<file path="src/rtl/idx_agen_pkg.sv">
package idx_agen_pkg;

  typedef enum logic [1:0] {
    LOP_HOLD = 2'd0,
    LOP_LOAD = 2'd1,
    LOP_INC  = 2'd2,
    LOP_DEC  = 2'd3
  } lo_op_e;

  // Load wins; increment and decrement together cancel.
  function automatic lo_op_e pick_lo_op(input logic we, input logic up, input logic down);
    if (we)              return LOP_LOAD;
    else if (up && !down) return LOP_INC;
    else if (down && !up) return LOP_DEC;
    else                 return LOP_HOLD;
  endfunction

endpackage

</file>
<file path="src/rtl/idx_reg.sv">
module idx_reg
  import idx_agen_pkg::*;
#(
  parameter int LO_W = 10
) (
  input  logic            clk,
  input  logic            rst,
  input  lo_op_e          op,
  input  logic [LO_W-1:0] lo_d,
  input  logic            sel_we,
  input  logic            sel_d,
  output logic [LO_W-1:0] lo_q,
  output logic            sel_q
);
  localparam logic [LO_W-1:0] ONE = LO_W'(1);

  // Low field: wraps within LO_W bits, so no carry reaches the selector.
  always_ff @(posedge clk) begin
    if (rst) begin
      lo_q <= '0;
    end else begin
      unique case (op)
        LOP_LOAD: lo_q <= lo_d;
        LOP_INC:  lo_q <= lo_q + ONE;
        LOP_DEC:  lo_q <= lo_q - ONE;
        default:  lo_q <= lo_q;
      endcase
    end
  end

  // Space selector: write-only from the software side.
  always_ff @(posedge clk) begin
    if (rst)         sel_q <= 1'b0;
    else if (sel_we) sel_q <= sel_d;
  end
endmodule

</file>
<file path="src/rtl/idx_ea_calc.sv">
module idx_ea_calc #(
  parameter int              LO_W      = 10,
  parameter int              OFF_W     = 8,
  parameter int              EA_W      = 12,
  parameter int              DWIN_W    = 8,
  parameter logic [EA_W-1:0] PROG_BASE = 'hC00
) (
  input  logic             clk,
  input  logic             rst,
  input  logic             req,
  input  logic [LO_W-1:0]  lo,
  input  logic             sel,
  input  logic [OFF_W-1:0] off,
  output logic [EA_W-1:0]  ea_q,
  output logic             valid_q,
  output logic             prog_q
);
  logic [LO_W-1:0] sum;
  logic [EA_W-1:0] ea_data;
  logic [EA_W-1:0] ea_prog;
  logic [EA_W-1:0] ea_next;

  always_comb begin
    sum     = lo + LO_W'(off);
    ea_data = EA_W'(sum[DWIN_W-1:0]);
    ea_prog = PROG_BASE + EA_W'(sum);
    ea_next = sel ? ea_prog : ea_data;
  end

  always_ff @(posedge clk) begin
    if (rst) begin
      ea_q    <= '0;
      valid_q <= 1'b0;
      prog_q  <= 1'b0;
    end else begin
      valid_q <= req;
      if (req) begin
        ea_q   <= ea_next;
        prog_q <= sel;
      end else begin
        prog_q <= 1'b0;
      end
    end
  end
endmodule

</file>
<file path="src/rtl/idx_access_guard.sv">
module idx_access_guard (
  input  logic clk,
  input  logic rst,
  input  logic req,
  input  logic wr,
  input  logic sel,
  output logic wr_ok_q,
  output logic wr_blk_q
);
  logic is_write;
  assign is_write = req & wr;

  always_ff @(posedge clk) begin
    if (rst) begin
      wr_ok_q  <= 1'b0;
      wr_blk_q <= 1'b0;
    end else begin
      wr_ok_q  <= is_write & ~sel;
      wr_blk_q <= is_write & sel;
    end
  end
endmodule

</file>
<file path="src/rtl/idx_agen.sv">
module idx_agen
  import idx_agen_pkg::*;
#(
  parameter int              LO_W      = 10,
  parameter int              OFF_W     = 8,
  parameter int              EA_W      = 12,
  parameter int              DWIN_W    = 8,
  parameter logic [EA_W-1:0] PROG_BASE = 'hC00
) (
  input  logic             clk,
  input  logic             rst,
  input  logic             lo_we,
  input  logic [LO_W-1:0]  lo_wdata,
  input  logic             sel_we,
  input  logic             sel_wdata,
  input  logic             inc,
  input  logic             dec,
  output logic [LO_W:0]    rd_idx,
  input  logic             acc_req,
  input  logic             acc_wr,
  input  logic [OFF_W-1:0] offset,
  output logic [EA_W-1:0]  ea,
  output logic             ea_valid,
  output logic             ea_prog,
  output logic             wr_ok,
  output logic             wr_blocked
);
  localparam int IDX_W = LO_W + 1;

  lo_op_e          lo_op;
  logic [LO_W-1:0] lo_field;
  logic            space_sel;

  assign lo_op  = pick_lo_op(lo_we, inc, dec);
  assign rd_idx = IDX_W'({1'b0, lo_field});

  idx_reg #(.LO_W(LO_W)) u_reg (
    .clk    (clk),
    .rst    (rst),
    .op     (lo_op),
    .lo_d   (lo_wdata),
    .sel_we (sel_we),
    .sel_d  (sel_wdata),
    .lo_q   (lo_field),
    .sel_q  (space_sel)
  );

  idx_ea_calc #(
    .LO_W(LO_W), .OFF_W(OFF_W), .EA_W(EA_W), .DWIN_W(DWIN_W), .PROG_BASE(PROG_BASE)
  ) u_ea (
    .clk     (clk),
    .rst     (rst),
    .req     (acc_req),
    .lo      (lo_field),
    .sel     (space_sel),
    .off     (offset),
    .ea_q    (ea),
    .valid_q (ea_valid),
    .prog_q  (ea_prog)
  );

  idx_access_guard u_guard (
    .clk      (clk),
    .rst      (rst),
    .req      (acc_req),
    .wr       (acc_wr),
    .sel      (space_sel),
    .wr_ok_q  (wr_ok),
    .wr_blk_q (wr_blocked)
  );
endmodule

</file>
<file path="config.mk">
export PLATFORM = sky130hd
export DESIGN_NAME = idx_agen
export DESIGN_NICKNAME = d
export VERILOG_FILES = /design/src/rtl/idx_agen_pkg.sv /design/src/rtl/idx_reg.sv /design/src/rtl/idx_ea_calc.sv /design/src/rtl/idx_access_guard.sv /design/src/rtl/idx_agen.sv
export SDC_FILE = /design/constraint.sdc
export NUM_CORES = 1
export LEC_CHECK = 0
export ABC_AREA = 1
export BUFFER_PORTS_ARGS = -buffer_cell sky130_fd_sc_hd__buf_4
export CORE_MARGIN = 5
export CORE_UTILIZATION = 39
export CTS_CLUSTER_SIZE = 12
export DETAILED_ROUTE_END_ITERATION = 10
export HOLD_SLACK_MARGIN = 0.1
export PLACE_DENSITY = 0.66
export SYNTH_ARGS = -nofsm -noshare
export SYNTH_HDL_FRONTEND = slang
export SYNTH_HIERARCHICAL = 1
export SYNTH_SLANG_ARGS = --single-unit
</file>
<file path="constraint.sdc">
create_clock -name clk -period 3.6 [get_ports clk]
set_clock_uncertainty 0.1 [all_clocks]
set_input_delay 0.18 -clock clk [delete_from_list [all_inputs] [get_ports clk]]
set_output_delay 0.18 -clock clk [all_outputs]
set_load 0.02 [all_outputs]
</file>
==> results.md, run 1 <==
- Outcome: finished, final reports clean
- First-pass DRT Iterations: 4
- Maximum clock path buffer count: 2
- Hold Violations, Final: 0
- Post-synth EDFFs: 0
- Crit path launch type: input port
- Top cells by area, synth: dfxtp_1, nand2_1, inv_1
- First-pass GRT wire length: 8140 um
- Critical R2R Capture: u_ea/ea_q[6]$_SDFFE_PP0P_
- RSZ-0062 raised after global routing: false
- FF-to-FF setup slack: 1.65 ns
- # Post-CTS Setup Buffers: 0
- Post-synthesis cell area: 1950 um^2
- Drc violations: 0
- Critical-path cell list: buf_4, inv_1, ha_1, nor2_1, buf_4, nand2_2, nand2_1, nand2_1, inv_1, ha_1, inv_1, nand2_1, inv_2, nor2_4, nand2_1, nand2_2, nand2_1, nand2_1, nand2_1, nand3_1, a21oi_1
- Synth area leader: dfxtp_1
- Synth-to-Final Area Change: 28.0%
- Top-area cell type share of the netlist area: 26.8%
- Finish-stage setup viols: 0
- Placer's final routability congestion estimate: 0.860
- Nets: 400
- Share of cells above drive strength 1: 20.5%
- Power Total: 886 uW
- Num ports: 54
- Largest net degree at the start of global routing: 25
- Power Density: 356 nW/um^2
- CTS buffer count: 3
- Vias per Instance: 4.74
- Tightest Hold Check Type: input port to flop
- Worst setup EP type: flop
- Diode count: 0
- Crit path required time: 3.66 ns
- Die area: 6500 um^2
- Placed Cells: 417
- Post-Route WL: 4990 um
- Most used DFF post-synth: dfxtp_1
- Distinct cells, synth: 35
- Synthesis warning total: 6
- Worst setup endpoint: u_reg/lo_q[8]$_SDFFE_PP0P_
- Final Critical Period: 2.15 ns
- Worst path slowest cell: ha_1
- Worst-skew pair later-pin latency: 0.27 ns
- Final Cycle Share: 59.6%
- Most frequent cell after synthesis: nand2_1
- Initial Util: 40.7%
- R2r startpoint: u_reg/lo_q[0]$_SDFFE_PP0P_
- Vias in the first global route: 1884
- R2R cell count: 9
- Critical Path Start: inc
- Core Region: 4790 um^2
- DRT iter0 DRCs: 70
- Reg clk slew, reported paths: 0.10 ns
- Post-route ant nets: 0
- Post-Syn Area per Cell: 6.36 um^2
- WS Path Type: input port to flop
- P_leak: 1.35 nW
- Post-layout utilization of the core: 52.0%
- Total Routing Usage GR: 15.7%
- Mapped Cells: 306
- Clock Sinks: 26
- Crit path top cell by count: nand2_1
- DP HPWL: 3880 um
- Critical Path AT: 2.21 ns
- Die Y: 80.6 um
- CTS H-tree depth: 1
- Critical path fanouts, max: 20
- Die X: 80.6 um
- Fillcell total: 497
- Share of flip-flops with an asynchronous set or reset: 0%
- Grt total ovfl: 0
- Final Non-Filler Cells: 428
- Post-DR wirelength/cell: 11.7 um
- Syn nets: 344
- CTS tree: done
- Max IR drop VDD: 0.000156 V
- Row cnt: 25
- Top cells by count, synth: nand2_1, inv_1, nand3_1
- Slowest Stage Delay on Critical Path: 0.27 ns
- Post-synthesis sequential area ratio: 26.8%
- Setup TNS: 0 ns
- IO buf count: 52
- Initial antenna violation count: 0
- FMAX: 466 MHz
- Synthesized flop and latch total: 26
- Via count: 2030
- Max-slew violation count: 0
- Post_cts resized: 0
- Max_cap viols: 0
- Clock root buffer: clkbuf_8
[kinds of logic after synthesis]
family | Yosys count | share of synthesized area [%]
and+or+nand+nor | 154 | 34.5
buffers and inverters | 62 | 14.3
AOI/OAI and AO/OA | 45 | 13.6
DFF | 26 | 26.8
adders and majority gates | 11 | 7.46
xor gates and xnor gates | 7 | 3.15
other | 1 | 0.193
[final cells by class]
| class | count | area, um^2 | area share, % |
|---|---|---|---|
| repair buffers | 60 | 468 | 18.8 |
| well taps | 67 | 83.8 | 3.37 |
| clock buffers | 3 | 41.3 | 1.66 |
| clock inverters | 1 | 30.0 | 1.21 |
| multi-input cells | 218 | 1150 | 46.1 |
| inverters | 53 | 199 | 7.99 |
| flip-flops and latches | 26 | 520 | 20.9 |
[power by group]
group / total (mW) / switching [mW] / internal, mW
clock: 0.249 / 0.100 / 0.149
combinational: 0.301 / 0.178 / 0.124
sequential: 0.335 / 0.0247 / 0.311
total: 0.886 / 0.303 / 0.583
[layout by cell type (no fill, tap or decap), types with 3 or more instances in the layout]
cell,instances
nand2_1,87
buf_4,53
inv_1,46
nand3_1,27
nor2_1,26
dfxtp_1,26
a21oi_1,18
o21ai_0,11
ha_1,10
dlygate4sd3_1,7
xor2_1,7
nand2_2,5
inv_2,4
clkbuf_8,3
clkinv_1,3
o21ai_1,3
a31oi_1,3
[worst min path at each step]
stage / startpoint / to / slack, ns / depth (start not counted)
CTS: lo_wdata[1] / u_reg/lo_q[1]$_SDFFE_PP0P_ / 0.11 / 5
global route: acc_req / u_ea/ea_q[0]$_SDFFE_PP0P_ / 0.14 / 3
finish: lo_wdata[1] / u_reg/lo_q[1]$_SDFFE_PP0P_ / 0.12 / 5
detailed placement: sel_we / u_reg/sel_q$_SDFFE_PP0P_ / 0.27 / 2
global placement: sel_we / u_reg/sel_q$_SDFFE_PP0P_ / 0.27 / 2
floorplan: sel_we / u_reg/sel_q$_SDFFE_PP0P_ / 0.17 / 1
[metrics by stage]
step,setup WS [ns],hold slack (ns),area [um^2]
final,1.45,0.121,2490
after global routing,1.17,0.139,2490
after CTS,1.47,0.114,2490
after detailed placement,1.17,0.273,2350
after global placement,1.24,0.266,2350
after floorplan,1.59,0.174,1950
[sequential cells by signal, indices dropped and copies added (netlist names)]
register,flops
u_ea/ea_q,11
u_reg/sel_q,1
u_reg/lo_q,10
u_ea/valid_q,1
u_guard/wr_ok_q,1
u_ea/prog_q,1
u_guard/wr_blk_q,1
[metal layers]
layer / vias up / routed length (um) / track usage [%]
li1: 1070 / - / -
met1: 907 / 2370 / 20.3
met2: 51 / 2260 / 27.1
met3: 2 / 335 / 2.47
met4: 0 / 24 / 4.05
met5: - / 0 / 0
[worst max-delay path, delay by kind of cell]
kind	cells	cell delay, ns
fa+ha+maj	2	0.40
buf+inv	6	0.51
compound gates	1	0.06
simple gates	12	1.06
[what timing repair did]
action,4_1_cts,5_1_grt
hold endpoints to repair,7,0
endpoints found under the setup margin,0,0
hold buffers,7,0
Note: power is estimated with default switching activity, not from simulation.
==> run 2, diff against run 1 <==
==> constraint.sdc (replaced) <==
create_clock -name clk -period 2.1 [get_ports clk]
set_clock_uncertainty 0.1 [all_clocks]
set_input_delay 0.105 -clock clk [delete_from_list [all_inputs] [get_ports clk]]
set_output_delay 0.105 -clock clk [all_outputs]
set_load 0.02 [all_outputs]
==> run 2 against run 1 <==
  * Sequential cell count is the same
  * Non-clock buffer count grew 14
  * Global-route usage grew 1.1 points
  * Register-to-register slack lost 1.4 ns
  * Final area grew 5.6%
  * Sequential power grew 71%
  * Total power grew 75%
  * Sequential share of layout area shrank 1.1 points
==> results.md, run 2 (synthesis results as in run 1) <==
- CTS H-tree depth: 1 (unchanged)
- DP HPWL: 3870 um (-0.48%)
- Initial Util: 40.7% (unchanged)
- Synth-to-Final Area Change: 35.2%
- Post-CTS Hold Fix Bufs: 16 (+9)
- First-pass DRT Iterations: 4 (unchanged)
- Crit path required time: 2.18 ns (-1.48 ns)
- GR Layer Usage met1: 22.8% (+2.6 points)
- Top reg by flops: u_ea/ea_q
- Drc violations: 0 (unchanged)
- Post_cts resized: 0 (unchanged)
- Sequential cell area: 520 um^2 (unchanged)
- Max-slew violation count: 0 (unchanged)
- Largest net degree at the start of global routing: 25 (unchanged)
- Placed Cells: 422 (+1.2%)
- # Post-CTS Setup Buffers: 0 (unchanged)
- Post-route ant nets: 0 (unchanged)
- Largest register FFs: 11 (unchanged)
- Post-layout utilization of the core: 55.0% (+2.9 points)
- Grt total ovfl: 0 (unchanged)
- Core Region: 4790 um^2 (unchanged)
- Busiest grt layer: met2
- Tightest Hold Check Type: input port to flop
- Most common cell after layout, fill and taps aside: nand2_1
- Worst-skew pair later-pin latency: 0.28 ns (about the same)
- Die Y: 80.6 um (unchanged)
- Initial antenna violation count: 0 (unchanged)
- Worst hold margin: 0.141 ns (+0.0206 ns)
- Worst setup EP type: flop
- Max_cap viols: 0 (unchanged)
- Worst path slowest cell: fa_1
- CTS buffer count: 3 (unchanged)
- Placer's final routability congestion estimate: 0.923 (+7.2%)
- Nets: 414 (+3.5%)
- Num ports: 54 (unchanged)
- Critical path fanouts, max: 3 (-85%)
- Critical-path cell list: ha_1, fa_1, nand3_1, nand2_1, nand2_1, nand2_1, xor2_1, o21ai_1, inv_1
- RSZ-0062 raised after global routing: false
- Clock root buffer: clkbuf_8
- WS Path Type: flop to flop
- Outcome: finished, final reports clean
- Placed Area: 2400 um^2 (+2.1%)
- Die area: 6500 um^2 (unchanged)
- DRT iter0 DRCs: 73 (+4.3%)
- Row cnt: 25 (unchanged)
- Commonest non-fill, non-tap cells in the layout: nand2_1, buf_4, inv_1
- Crit-path leading delay family: adder cells
- Vias in the first global route: 1907 (+1.2%)
- Finish-stage setup viols: 0 (unchanged)
- Area of the multi-input gates: 1150 um^2 (unchanged)
- Biggest registers after layout: u_ea/ea_q x11, u_reg/lo_q x10
- P_leak: 1.41 nW (+4.8%)
- Critical Path AT: 1.96 ns (-0.25 ns)
- Power Density: 589 nW/um^2 (+66%)
- Fillcell total: 493 (-0.80%)
- Final Critical Period: 1.89 ns
- Diode count: 0 (unchanged)
- WP buf/inv: 1 (-5)
- Via count: 2080 (+2.5%)
- Hold Violations, Final: 0 (unchanged)
- Critical Path Start: u_reg/lo_q[0]$_SDFFE_PP0P_
- Vias per Instance: 4.71 (-0.78%)
- Maximum clock path buffer count: 2 (unchanged)
- Total Routing Usage GR: 16.8% (+1.1 points)
- Slowest Stage Delay on Critical Path: 0.43 ns (+0.16 ns)
- First-pass GRT wire length: 8630 um (+5.9%)
- Crit path top cell by count: nand2_1
- Final Non-Filler Cells: 442 (+3.3%)
- CTS tree: done
- Hold path start: offset[0]
- Final Cycle Share: 89.8%
- Reg clk slew, reported paths: 0.10 ns (about the same)
- Max IR drop VDD: 0.000377 V (+140%)
- Clock Sinks: 26 (unchanged)
- Post-Route WL: 5150 um (+3.2%)
- Met2 Usage GRT: 27.5% (+0.41 points)
- Setup TNS: 0 ns (unchanged)
- Crit path launch type: flop
- IO buf count: 52 (unchanged)
- Post-DR wirelength/cell: 11.7 um (about the same)
- R2r startpoint: u_reg/lo_q[0]$_SDFFE_PP0P_
- Die X: 80.6 um (unchanged)
- Share of cells above drive strength 1: 21.1% (+0.57 points)
- Met3 GRT Util: 2.80% (+0.34 points)
- Design area: 2630 um^2 (+5.6%)
- FMAX: 530 MHz
## run 2: changes by cell type in the layout (fill, tap and decap cells not counted)
cell / before / now
buf_12: 0 / 1
buf_4: 53 / 57
dlygate4sd3_1: 7 / 16
## run 2: report_power, final
part,switching [mW],leakage [nW],total [mW],internal (mW)
clock,0.176,0.0357,0.431,0.255
sequential,0.0404,0.214,0.573,0.533
combinational,0.310,1.16,0.546,0.236
## run 2: tightest hold or removal path: stages
cell and delay (ns):
buf_4 0.08, ha_1 0.12, nand2_1 0.05, a21oi_1 0.13
## run 2: area by class of cell
cell class	instances	share of cell area [%]
Timing Repair Buffer	74	23.1
Inverter	53	7.56
Multi-Input combinational cell	218	43.6
Clock inverter	1	1.14
Clock buffer	3	1.57
Tap cell	67	3.19
Sequential cell	26	19.8
## run 2: metal layers
layer | up-vias | part of all wire (%)
li1 | 1100 | -
met1 | 920 | 47
met2 | 58 | 46
met3 | 2 | 6.8
met4 | 0 | 0.47
met5 | - | 0
## run 2: final timing paths
check | end | slack (ns) | depth (start not counted)
worst max-delay path | u_ea/ea_q[6]$_SDFFE_PP0P_ | 0.21 | 9
worst max register to register | u_ea/ea_q[6]$_SDFFE_PP0P_ | 0.21 | 9
worst min-delay path | u_ea/ea_q[0]$_SDFFE_PP0P_ | 0.14 | 4
worst min register to register | u_ea/ea_q[0]$_SDFFE_PP0P_ | 0.38 | 2
## run 2: through the flow
stage                     setup WS (ns)  total power [mW]
final                             0.214              1.55
after global routing             0.0113              1.66
after CTS                         0.202              1.56
after detailed placement         0.0732              1.11
after global placement           0.0988              1.10
after floorplan                   0.167             0.931
